## src/rtl/pfwp_ctrl.sv

```systemverilog
module pfwp_ctrl #(
  parameter int unsigned CLK_HZ   = 200_000_000,
  parameter int unsigned GRACE_US = 100,
  parameter int unsigned RECOV_US = 80_000,
  parameter int unsigned AW       = 20,
  parameter int unsigned DW       = 8
) (
  input  logic          clk,
  input  logic          rst_n,
  input  logic          supply_ok_a,
  input  logic          host_ce_n,
  input  logic          host_we_n,
  input  logic          host_oe_n,
  input  logic [AW-1:0] host_addr,
  input  logic [DW-1:0] host_wdata,
  output logic [DW-1:0] host_rdata,
  output logic          host_dq_oe,
  output logic          mem_ce_n,
  output logic          mem_we_n,
  output logic          mem_oe_n,
  output logic [AW-1:0] mem_addr,
  output logic [DW-1:0] mem_wdata,
  input  logic [DW-1:0] mem_rdata,
  output logic          wr_blocked,
  output logic          force_pulse,
  output logic          backup_armed
);

  localparam int unsigned TPU     = CLK_HZ / 1_000_000;
  localparam int unsigned GRACE_T = (TPU * GRACE_US > 0) ? TPU * GRACE_US : 1;
  localparam int unsigned RECOV_T = (TPU * RECOV_US > 0) ? TPU * RECOV_US : 1;
  localparam int unsigned MAX_T   = (GRACE_T > RECOV_T) ? GRACE_T : RECOV_T;
  localparam int unsigned CW      = $clog2(MAX_T + 1);

  typedef enum logic [1:0] {ST_NORMAL, ST_GRACE, ST_PROT, ST_RECOV} st_t;

  st_t            st_q, st_d;
  logic [CW-1:0]  cnt_q;
  logic           sync1_q, sync2_q;
  logic           ce_prev_q, we_first_q;
  logic           force_d;

  always_ff @(posedge clk or negedge rst_n) begin
    if (!rst_n) begin
      sync1_q <= 1'b0;
      sync2_q <= 1'b0;
    end else begin
      sync1_q <= supply_ok_a;
      sync2_q <= sync1_q;
    end
  end

  always_comb begin
    st_d    = st_q;
    force_d = 1'b0;
    unique case (st_q)
      ST_NORMAL: if (!sync2_q) st_d = host_ce_n ? ST_PROT : ST_GRACE;
      ST_GRACE: begin
        if (host_ce_n) st_d = ST_PROT;
        else if (cnt_q == CW'(GRACE_T - 1)) begin
          st_d    = ST_PROT;
          force_d = 1'b1;
        end
      end
      ST_PROT:  if (sync2_q) st_d = ST_RECOV;
      ST_RECOV: begin
        if (!sync2_q) st_d = ST_PROT;
        else if (cnt_q == CW'(RECOV_T - 1)) st_d = ST_NORMAL;
      end
      default:  st_d = ST_PROT;
    endcase
  end

  always_ff @(posedge clk or negedge rst_n) begin
    if (!rst_n) begin
      st_q         <= ST_PROT;
      cnt_q        <= '0;
      force_pulse  <= 1'b0;
      backup_armed <= 1'b0;
    end else begin
      st_q         <= st_d;
      cnt_q        <= (st_d != st_q) ? '0 : cnt_q + 1'b1;
      force_pulse  <= force_d;
      backup_armed <= backup_armed | sync2_q;
    end
  end

  logic pass, cyc_start, we_first;

  assign pass      = (st_q == ST_NORMAL) || (st_q == ST_GRACE);
  assign cyc_start = !host_ce_n && ce_prev_q;
  assign we_first  = cyc_start ? !host_we_n : we_first_q;

  always_ff @(posedge clk or negedge rst_n) begin
    if (!rst_n) begin
      ce_prev_q  <= 1'b1;
      we_first_q <= 1'b0;
    end else begin
      ce_prev_q  <= host_ce_n;
      we_first_q <= !host_ce_n && we_first;
    end
  end

  assign mem_ce_n   = pass ? host_ce_n  : 1'b1;
  assign mem_we_n   = pass ? host_we_n  : 1'b1;
  assign mem_oe_n   = pass ? host_oe_n  : 1'b1;
  assign mem_addr   = pass ? host_addr  : '0;
  assign mem_wdata  = pass ? host_wdata : '0;
  assign host_dq_oe = pass && !host_ce_n && host_we_n && !host_oe_n && !we_first;
  assign host_rdata = host_dq_oe ? mem_rdata : '0;
  assign wr_blocked = !pass;

endmodule


```

## config.mk

```make
export PLATFORM = sky130hd
export DESIGN_NAME = pfwp_ctrl
export DESIGN_NICKNAME = d
export VERILOG_FILES = /design/src/rtl/pfwp_ctrl.sv
export SDC_FILE = /design/constraint.sdc
export NUM_CORES = 1
export LEC_CHECK = 0
export BUFFER_PORTS_ARGS = -buffer_cell sky130_fd_sc_hd__buf_4
export CELL_PAD_IN_SITES_DETAIL_PLACEMENT = 0
export CELL_PAD_IN_SITES_GLOBAL_PLACEMENT = 2
export CORE_MARGIN = 1.5
export CORE_UTILIZATION = 29
export DETAILED_ROUTE_END_ITERATION = 7
export GPL_TIMING_DRIVEN = 0
export MAX_ROUTING_LAYER = met4
export PLACE_DENSITY = 0.93
export SKIP_LAST_GASP = 1
export SLEW_MARGIN = 20
export SYNTH_ARGS = -nofsm -noshare
export SYNTH_HDL_FRONTEND = slang
export SYNTH_SLANG_ARGS = --single-unit
export TNS_END_PERCENT = 5
```

## constraint.sdc

```tcl
create_clock -name clk -period 6 [get_ports clk]
set_input_delay 1.2 -clock clk [delete_from_list [all_inputs] [get_ports clk]]
set_output_delay 1.2 -clock clk [all_outputs]
set_load 0.02 [all_outputs]
```

* After elaboration in Yosys (flattened, before gate mapping)
Cells that the tools add are included.
Operators by class: add/sub/neg operators 1, equality and inequality tests 6, mux-type cells 19, bitwise gates (word level) 1, reduce and logical (&&, ||, !) cells 13
Operators by type and width (number):
- $add 24x1->24 const B | 1
- $eq 24x15->1 const B | 1
- $eq 24x24->1 const B | 1
- $mux 24 | 1
- $mux 20 | 1
- $mux 8 | 2
- $mux 2 | 7
- $pmux 2 s4 | 1
- $mux 1 | 7
- $logic_and 1x1->1 | 6
- $logic_not 1->1 | 5
- $eq 2x2->1 const B | 2
- $eq 2x1->1 const B | 1
- $logic_not 2->1 | 1
- $ne 2x2->1 | 1
- $logic_or 1x1->1 | 1
- $or 1x1->1 | 1
Word-level totals: register bits after elaboration 32, word-level logic and storage cells 48

* Depth between registers and ports, before layout
Gate-level depths: netlist of run 1.
word-level depth 7, gate-level depth with buffers 7, gate-level depth less buffers 5

* Worst setup path before layout of run 1
Ideal clock, no wire load.
path kind input to output, start input host_ce_n, end output host_rdata[0], data arrival time 3.215 ns, setup slack 1.585 ns, stages 4, cell sequence or2_2 clkbuf_1 nor4b_1 and2_1
On the way: longest elaborated chain between the ends 6, elaborated cells on any way between the ends 9, classes of those cells mux: 2; reduce/logical: 7
RTL lines:
- start, declared | RTL line 11 | input logic host_ce_n,
- $logic_not 1->1 * | RTL line 91, 109
- $logic_and 1x1->1, on equally long branches | RTL line 91, 109
- $mux 1 or $logic_and 1x1->1 (tied branches) | RTL line 92, 109
- $logic_not 1->1 or $logic_and 1x1->1 (tied branches) | RTL line 109 | assign host_dq_oe = pass && !host_ce_n && host_we_n && !host_oe_n && !we_first;
- $logic_and 1x1->1 * | RTL line 109
- net host_dq_oe | RTL line 17 | output logic host_dq_oe,
- $mux 8 * | RTL line 110 | assign host_rdata = host_dq_oe ? mem_rdata : '0;
- end, declared | RTL line 16 | output logic [DW-1:0] host_rdata,
The timed path passes the listed nets; every way through them passes the cells marked *.

* Worst setup path after layout of run 1
start input host_ce_n, end output host_rdata[5]
On the way: longest elaborated chain between the ends 6, elaborated cells on any way between the ends 9, classes of those cells mux: 2; reduce/logical: 7
RTL lines (RTL line):
- $logic_not 1->1 * | 91, 109
- $logic_and 1x1->1, on equally long branches | 91, 109
- $mux 1 or $logic_and 1x1->1 (tied branches) | 92, 109
- $logic_not 1->1 or $logic_and 1x1->1 (tied branches) | 109
- $logic_and 1x1->1 * | 109
- $mux 8 * | 110
Every way passes the cells marked *; elsewhere a longest branch is shown, timed or not.

==> results of run 1 <==
==> how the worst min path moves through the flow <==
| stage | slack, ns | to | startpoint |
|---|---|---|---|
| CTS | 0.35 | sync2_q | sync1_q |
| finish | 0.35 | sync2_q | sync1_q |
| global placement | 0.34 | sync2_q | sync1_q |
| detailed placement | 0.34 | sync2_q | sync1_q |
| global route | 0.38 | sync2_q | sync1_q |
| floorplan | 0.33 | sync2_q | sync1_q |
==> cell type report <==
| cell class | instances | area share, % |
|---|---|---|
| timing repair buffer | 84 | 22.4 |
| buffer | 15 | 2.53 |
| sequential | 32 | 28.5 |
| clock buffer | 8 | 3.20 |
| inverter | 3 | 0.400 |
| tap | 80 | 3.56 |
| multi-input combinational | 169 | 39.4 |
==> power by group through the flow <==
| stage | clock network [mW] | registers, mW | logic [mW] |
|---|---|---|---|
| final | 0.171 | 0.227 | 0.0527 |
| after global routing | 0.188 | 0.227 | 0.0585 |
| after CTS | 0.178 | 0.226 | 0.0537 |
| after detailed placement | 0 | 0.230 | 0.0535 |
| after global placement | 0 | 0.230 | 0.0529 |
| after floorplan | 0 | 0.229 | 0.0223 |
==> state kept, by name, summed over array words and instances (netlist names) <==
signal        count
sync1_q           1
sync2_q           1
st_q              2
ce_prev_q         1
force_pulse       1
backup_armed      1
we_first_q        1
cnt_q            24
==> per-layer routing <==
metal / part of all wire [%] / global-route usage, %
met1: 42 / 19.8
met2: 47 / 26.4
met3: 9.5 / 4.14
met4: 1.1 / 4.55
met5: 0 / -
==> logic make-up after synthesis <==
family / Yosys count / synth area share, %
xor+xnor: 13 / 5.71
fa+ha+maj: 1 / 0.628
simple gates: 111 / 33.6
compound gates: 44 / 15.6
buf+inv: 18 / 4.14
flops: 32 / 40.3
==> cell usage in the layout (no fill, tap or decap), types with 7 or more instances in the layout <==
master / count
sky130_fd_sc_hd__a22oi_1: 8
sky130_fd_sc_hd__and2_1: 9
sky130_fd_sc_hd__nand2_1: 12
sky130_fd_sc_hd__dfrtp_1: 30
sky130_fd_sc_hd__xor2_1: 7
sky130_fd_sc_hd__buf_4: 84
sky130_fd_sc_hd__nor2b_1: 30
sky130_fd_sc_hd__clkbuf_1: 15
sky130_fd_sc_hd__nand3_1: 16
sky130_fd_sc_hd__a21oi_1: 15
==> cell usage after synthesis (all sizes together), types with 3 or more instances <==
cell and instances:
or2 4, a21oi 15, o31ai 6, clkbuf 13, or3 3, nand3 16, o21ai 4, inv 3
and3 5, dfrtp 30, nor3 5, nor4 6, xor2 7, and2 9, or4 8, nand4 5
nor2b 30, a22oi 8, nand2 12, xnor2 6
==> results.md, run 1 <==
Status:
- The run finished with clean final reports.

GRT:
- The largest net degree at the start of global routing is 33.
- For this run the aggregate overflow at the end of global routing stands at 0.
- The number of global-route vias before repair came to 1816.
- The global-route wire length before repair is 9.16 mm.
- The all-layer global routing usage is roughly 16%.
- The number of antenna violations at the first check in global routing came to 0.

Place:
- The weighted congestion at the end of routability-driven global placement is 0.802.
- At the placement stage, the worst setup path has a slack of 1.74 ns.
- The placed cell count is 383.
- Detailed placement ended at an HPWL of approximately 4.3 mm.
- The count of buffers added on input and output ports is 84.
- The instance area after placement is 2720 sq um.

Finish:
- The number of fill cells is 695.
- The final core area utilization is around two fifths.
- The fraction of final layout cells with drive strength greater than 1 is 33.1%.
- The summed area of non-filler cells in the final layout is 2810 sq um.
- The number of inserted diodes is 0.
- The post-layout instance count excluding filler cells is 391.
- The synthesis-to-finish area growth is 41.2%.
- In the final design database the tool counted between 300 and 400 nets.
- The multi-input combinational cells in the finished layout cover a total of 1110 sq um.
- The area occupied by registers is approximately 800 sq um.

Timing:
- For the pin with the worst max-slew slack, the measured transition is slightly below 1 ns.
- The count of final max-slew check failures is 0.
- The worst hold slack is between 0.3 and 0.4 ns.
- The fmax is ~0.24 GHz.
- The portion of the clock cycle consumed by the worst path in the final layout is around 70%.
- The final count of negative-setup-slack endpoints is 0.
- The final critical path time including I/O delays and setup is between 4 and 5 ns.
- The worst clock skew is 0.00819 ns.
- Setup repair after global routing left no endpoint under its margin.
- The worst max-slew margin expressed relative to the limit is 33.2%.
- The smallest setup slack after layout is 1.78 ns.
- The setup TNS after final layout is 0 ns.
- The final hold violation count is 0.

Floorplanning:
- The total die area is 7380 sq um.
- The total I/O pin count is 85.
- The standard-cell row count is 30.
- The chip height is between 80 and 90 microns.
- The starting density of the core is 29.7%.
- The die is 85.9 microns wide.
- After floorplanning, the core was sized to cover 6720 sq um.

Job:
- The count of max-cap constraint violations is 0.

Clock tree:
- Buffers inserted during clock tree synthesis total 5.
- The clock root buffer master is sky130_fd_sc_hd__clkbuf_8.
- The later pin in the worst-skew pair is clocked with a latency of roughly 0.29 ns.
- The maximum buffer depth of the clock tree is 2.
- Once the clock tree was built, the setup fixing pass inserted 0 buffers.
- The post-cts sizing count is 0.
- CTS built an H-tree with a depth of 2.
- The TritonCTS clock tree is done.
- The total number of clock tree sinks is 32.
- The clock transition at the registers of the reported paths is 0.06 ns.
- In this run, post-CTS hold repair placed 0 buffers.

Synth:
- Sequential cells were found to cover 40.3% of the synthesized design area.
- Averaged over all synthesized cells, the footprint is 9.10 sq um.
- Counting flops with a built-in enable in the synthesized netlist gives 0.
- The net count of the mapped netlist is 262.
- The number of synthesized register bits is 32.
- The count of yosys warnings during synthesis is 0.
- Counting every instance in the synthesized netlist gives 219.
- The cell type contributing the most total cell area after synthesis is sky130_fd_sc_hd__dfrtp_1.
- The most used flip-flop cell after synthesis is sky130_fd_sc_hd__dfrtp_1.
- The top-area cell type share of the netlist area is 37.7%.
- Ranked by total cell area, the synthesized netlist is headed by sky130_fd_sc_hd__dfrtp_1, sky130_fd_sc_hd__nor2b_1, sky130_fd_sc_hd__nand3_1.
- The async set-reset flop share out of synthesis is 100%.
- The netlist area before placement is 1990 sq um.
- The netlist uses 38 different library cells.

Worst setup path:
- The worst setup path is captured at an output port.
- In this run the critical register-to-register path is captured at cnt_q[21].
- The kind of cell with the highest combined delay on the critical path is simple AND/OR/NAND/NOR gates.
- The highest fanout seen on the critical path is 9.
- The worst setup path is launched from a primary input.
- The critical setup path kind is in2out.
- In this run the number of cells on the critical path is 6.
- The number of cells on the worst reg-to-reg path is 5.
- The worst register-to-register path begins at cnt_q[17].
- The required time at the worst-slack endpoint is 4.80 ns.
- The register-to-register path setup slack is around 3.4 ns.
- Walking the worst path, the cells encountered are buf_4 -> or2_2 -> clkbuf_1 -> nor4b_1 -> and2_1 -> buf_4.
- The delay of the slowest cell on the worst path is 0.88 ns.
- The critical path's slowest cell is sky130_fd_sc_hd__nor4b_1.
- The signal arrival time at the worst endpoint is 3.02 ns.
- The most critical setup path has its endpoint at host_rdata[5].
- The cell with the most instances on the worst path is sky130_fd_sc_hd__buf_4.
- Counting both buffers and inverters, the worst setup path holds a total of 3.
- In this run the worst setup path begins at host_ce_n.

Power and ir drop:
- The part of the total power dissipated in the clock network is 38.0%.
- Per report_power, the sequential group accounts for 50.3% of the total.
- In this run the static leakage power is 1.22 nW.
- Overall power consumption after layout is estimated at 0.450 mW.
- The internal portion of the total power is 0.344 mW.
- The areal power density over the cells is 160 nW/um^2.
- The analysis attributes to net switching a power of 0.106 mW.
- The switching share of power is 23.6%.
- Per report_power, the combinational group accounts for 11.7% of the total.
- The maximum ir drop on the vdd rail is between 100 and 150 uV.

Routing:
- The first detailed-routing pass ran for 4 iterations.
- The number of nets with antenna violations after routing is 0.
- For this block, the routed nets add up to 5.69 mm of wire.
- The routed wire length per instance is 14.6 microns.
- The DRC violations left is 0.
- Dividing the detail-routed via count by the number of cells gives between 5 and 6.
- The DRC marker count from the first detailed-route iteration is 61.
- The total number of vias is around 2000.

Hold path:
- The type of the worst min-delay path is reg2reg.
- The worst hold path passes through 0 cells.
Note: power is estimated with default switching activity, not from simulation.
==> run 2: changes to the inputs <==
Settings changed: CORE_UTILIZATION 29 to 27, PLACE_DENSITY 0.93 to 0.88.
Clock period 6 ns to 4.07 ns, I/O delays scaled along.
==> results.md, run 2 (synthesis results as in run 1) <==
Clock tree:
- The clock transition at the registers of the reported paths is 0.06 ns.
- Post-CTS timing repair inserted 0 buffers for setup.
- The post-cts sizing count is 0.
- Hold repair after CTS inserted 0 buffers.
- For this design, the sink count on the clock tree is 32.
- In this run the number of H-tree levels came out at 2.
- The TritonCTS clock tree is done.
- The clock latency reported for the late side of the worst-skew pair is about 0.28 ns.
- Counting along the longest clock path gives a buffer depth of 2.
- The clock buffer count from CTS is 5.
- The clock root buffer master is sky130_fd_sc_hd__clkbuf_8.

Routing:
- The total number of vias is 2016.
- The DRC marker count from the first detailed-route iteration is 70.
- The count of nets left with antenna violations once routing finished came out at 0.
- The number of iterations in the first detailed-routing pass is 4.
- The routed wire length per instance is 13.9 microns.
- The number of vias per cell after detailed routing is 4.92.
- For this run, design rule violations remaining after detail routing come to 0.
- The final layout contains routed wiring with a total length of 5.72 mm.

Worst setup path:
- STA classifies the critical path startpoint as a primary input.
- The register-to-register path setup slack is 1.57 ns.
- The endpoint of the worst register-to-register path is cnt_q[16].
- In this run the worst setup path begins at host_ce_n.
- The critical path endpoint category is an output port.
- STA puts the critical path data arrival time at 2.31 ns.
- The worst setup path is of the in2out kind.
- The required time at the worst-slack endpoint is 3.26 ns.
- Along the worst path, the maximum fanout reaches 9.
- The end point of the critical path is host_rdata[5].
- The startpoint of the most critical register-to-register path is cnt_q[17].
- The number of cells on the worst reg-to-reg path is 5.

GRT:
- The first global-routing pass estimated between 8 and 9 mm of wire.
- The largest net degree at the start of global routing is 33.
- The number of global-route vias before repair is 1671.
- The number of antenna violations at the first check in global routing is 0.
- In the global route stage, overall resource usage came out at 14.8%.
- Summed over all layers, the global routing overflow is 0.

Floorplanning:
- The overall die width is 88.9 microns.
- The floorplan has 31 rows.
- The region available for standard cell placement spans approximately 7200 sq um.
- The die covers 7910 sq um.
- The total I/O pin count is 85.
- The starting density of the core is roughly 28%.
- In this run the vertical extent of the chip is 88.9 microns.

Finish:
- The number of fill cells is 760.
- In the final layout, the registers with the most flip-flops are cnt_q: 24 flops, st_q: 2 flops.
- The register with the most flip-flops in the layout has 24 of them.
- The most common cell after layout, fill and taps aside is sky130_fd_sc_hd__buf_4.
- Cells with a size suffix above 1 make up 33.4% of the layout.
- The register with the most flip-flops in the final layout is cnt_q.
- The number of inserted diodes is 0.
- Across the whole layout, storage elements account for 803 sq um.
- The net count of the finished layout is 353.
- In the layout the commonest cells are sky130_fd_sc_hd__buf_4, sky130_fd_sc_hd__nor2b_1, sky130_fd_sc_hd__dfrtp_1, sky130_fd_sc_hd__nand3_1.
- Summing all multi-input logic gate instances after layout gives 1110 sq um.
- The synthesis-to-finish area growth is 42.7%.
- The final core area utilization is 39.4%.

Timing:
- The clock period could shrink to 3.12 ns.
- The final hold violation count came to 0.
- The final count of negative-setup-slack endpoints is 0.
- The worst max-slew margin expressed relative to the limit is between 60% and 70%.
- The count of final max-slew check failures is 0.
- The setup TNS after final layout is 0 ns.
- The worst clock skew is 0.00662 ns.
- Setup repair after global routing left no endpoint under its margin.
- For this run, the top clock speed supported by timing is 0.320 GHz.
- The portion of the clock cycle consumed by the worst path in the final layout is 76.7%.
- At the pin with the least slew margin, the transition time is around 0.59 ns.
- In the post-route analysis, the smallest setup slack over all paths is 0.947 ns.

Hold path:
- The startpoint of the lowest-slack hold path is sync1_q.
- In this run the worst hold path is classified as reg2reg.

Power and ir drop:
- For this design the ratio of total power to cell area is 232 nW/um^2.
- The design draws 0.660 mW.
- In this run the static leakage power is between 1 and 1.5 nW.
- The maximum ir drop on the vdd rail is 179 uV.

Status:
- The flow ran to the end, and the final reports show no timing, DRC or antenna violations.

Place:
- The HPWL after detailed placement is 4.44 mm.
- The count of buffers added on input and output ports is 84.
- Routability-driven placement finished with a final weighted congestion of 0.871.
- Prior to clock tree synthesis, the placed netlist has a worst setup slack of roughly 0.55 ns.

Job:
- The count of max-cap constraint violations is 0.
[run 2: worst max-delay path, stage by stage]
cell and delay (ns):
sky130_fd_sc_hd__buf_4 0.13, sky130_fd_sc_hd__or2_2 0.26, sky130_fd_sc_hd__clkbuf_1 0.17, sky130_fd_sc_hd__nor4b_2 0.58, sky130_fd_sc_hd__and2_1 0.21, sky130_fd_sc_hd__buf_4 0.14
[run 2: worst min path at each step]
stage | slack [ns] | cells after the start | to
3_3_place_gp | 0.34 | 0 | sync2_q
6_report | 0.35 | 0 | sync2_q
3_5_place_dp | 0.34 | 0 | sync2_q
4_1_cts | 0.35 | 0 | sync2_q
5_1_grt | 0.36 | 0 | sync2_q
2_1_floorplan | 0.33 | 0 | sync2_q
[run 2: through the flow]
step | instances | cell area, sq um | hold slack [ns]
2_1_floorplan | 219 | 1990 | 0.331
3_3_place_gp | 402 | 2750 | 0.339
3_5_place_dp | 402 | 2750 | 0.338
4_1_cts | 410 | 2840 | 0.352
5_1_grt | 410 | 2840 | 0.357
6_report | 410 | 2840 | 0.347
[run 2: final cells by class]
cell class / instances / area share, %
tap: 99 / 4.36
buffer: 15 / 2.51
clock buffer: 8 / 3.17
sequential: 32 / 28.2
inverter: 3 / 0.396
multi-input combinational: 169 / 39.2
timing repair buffer: 84 / 22.2
[run 2: layer usage]
layer | share of wire (%) | GRT usage (%) | vias up
met3 | 11 | 4.06 | 8
met5 | 0 | - | -
li1 | - | - | 972
met2 | 46 | 23.6 | 104
met1 | 41 | 18.3 | 932
met4 | 1.3 | 4.12 | 0
[run 2: power breakdown]
group	switching, mW	internal [mW]	total, mW
combinational	0.0349	0.0431	0.0781
clock	0.110	0.138	0.248
sequential	0.00762	0.327	0.334
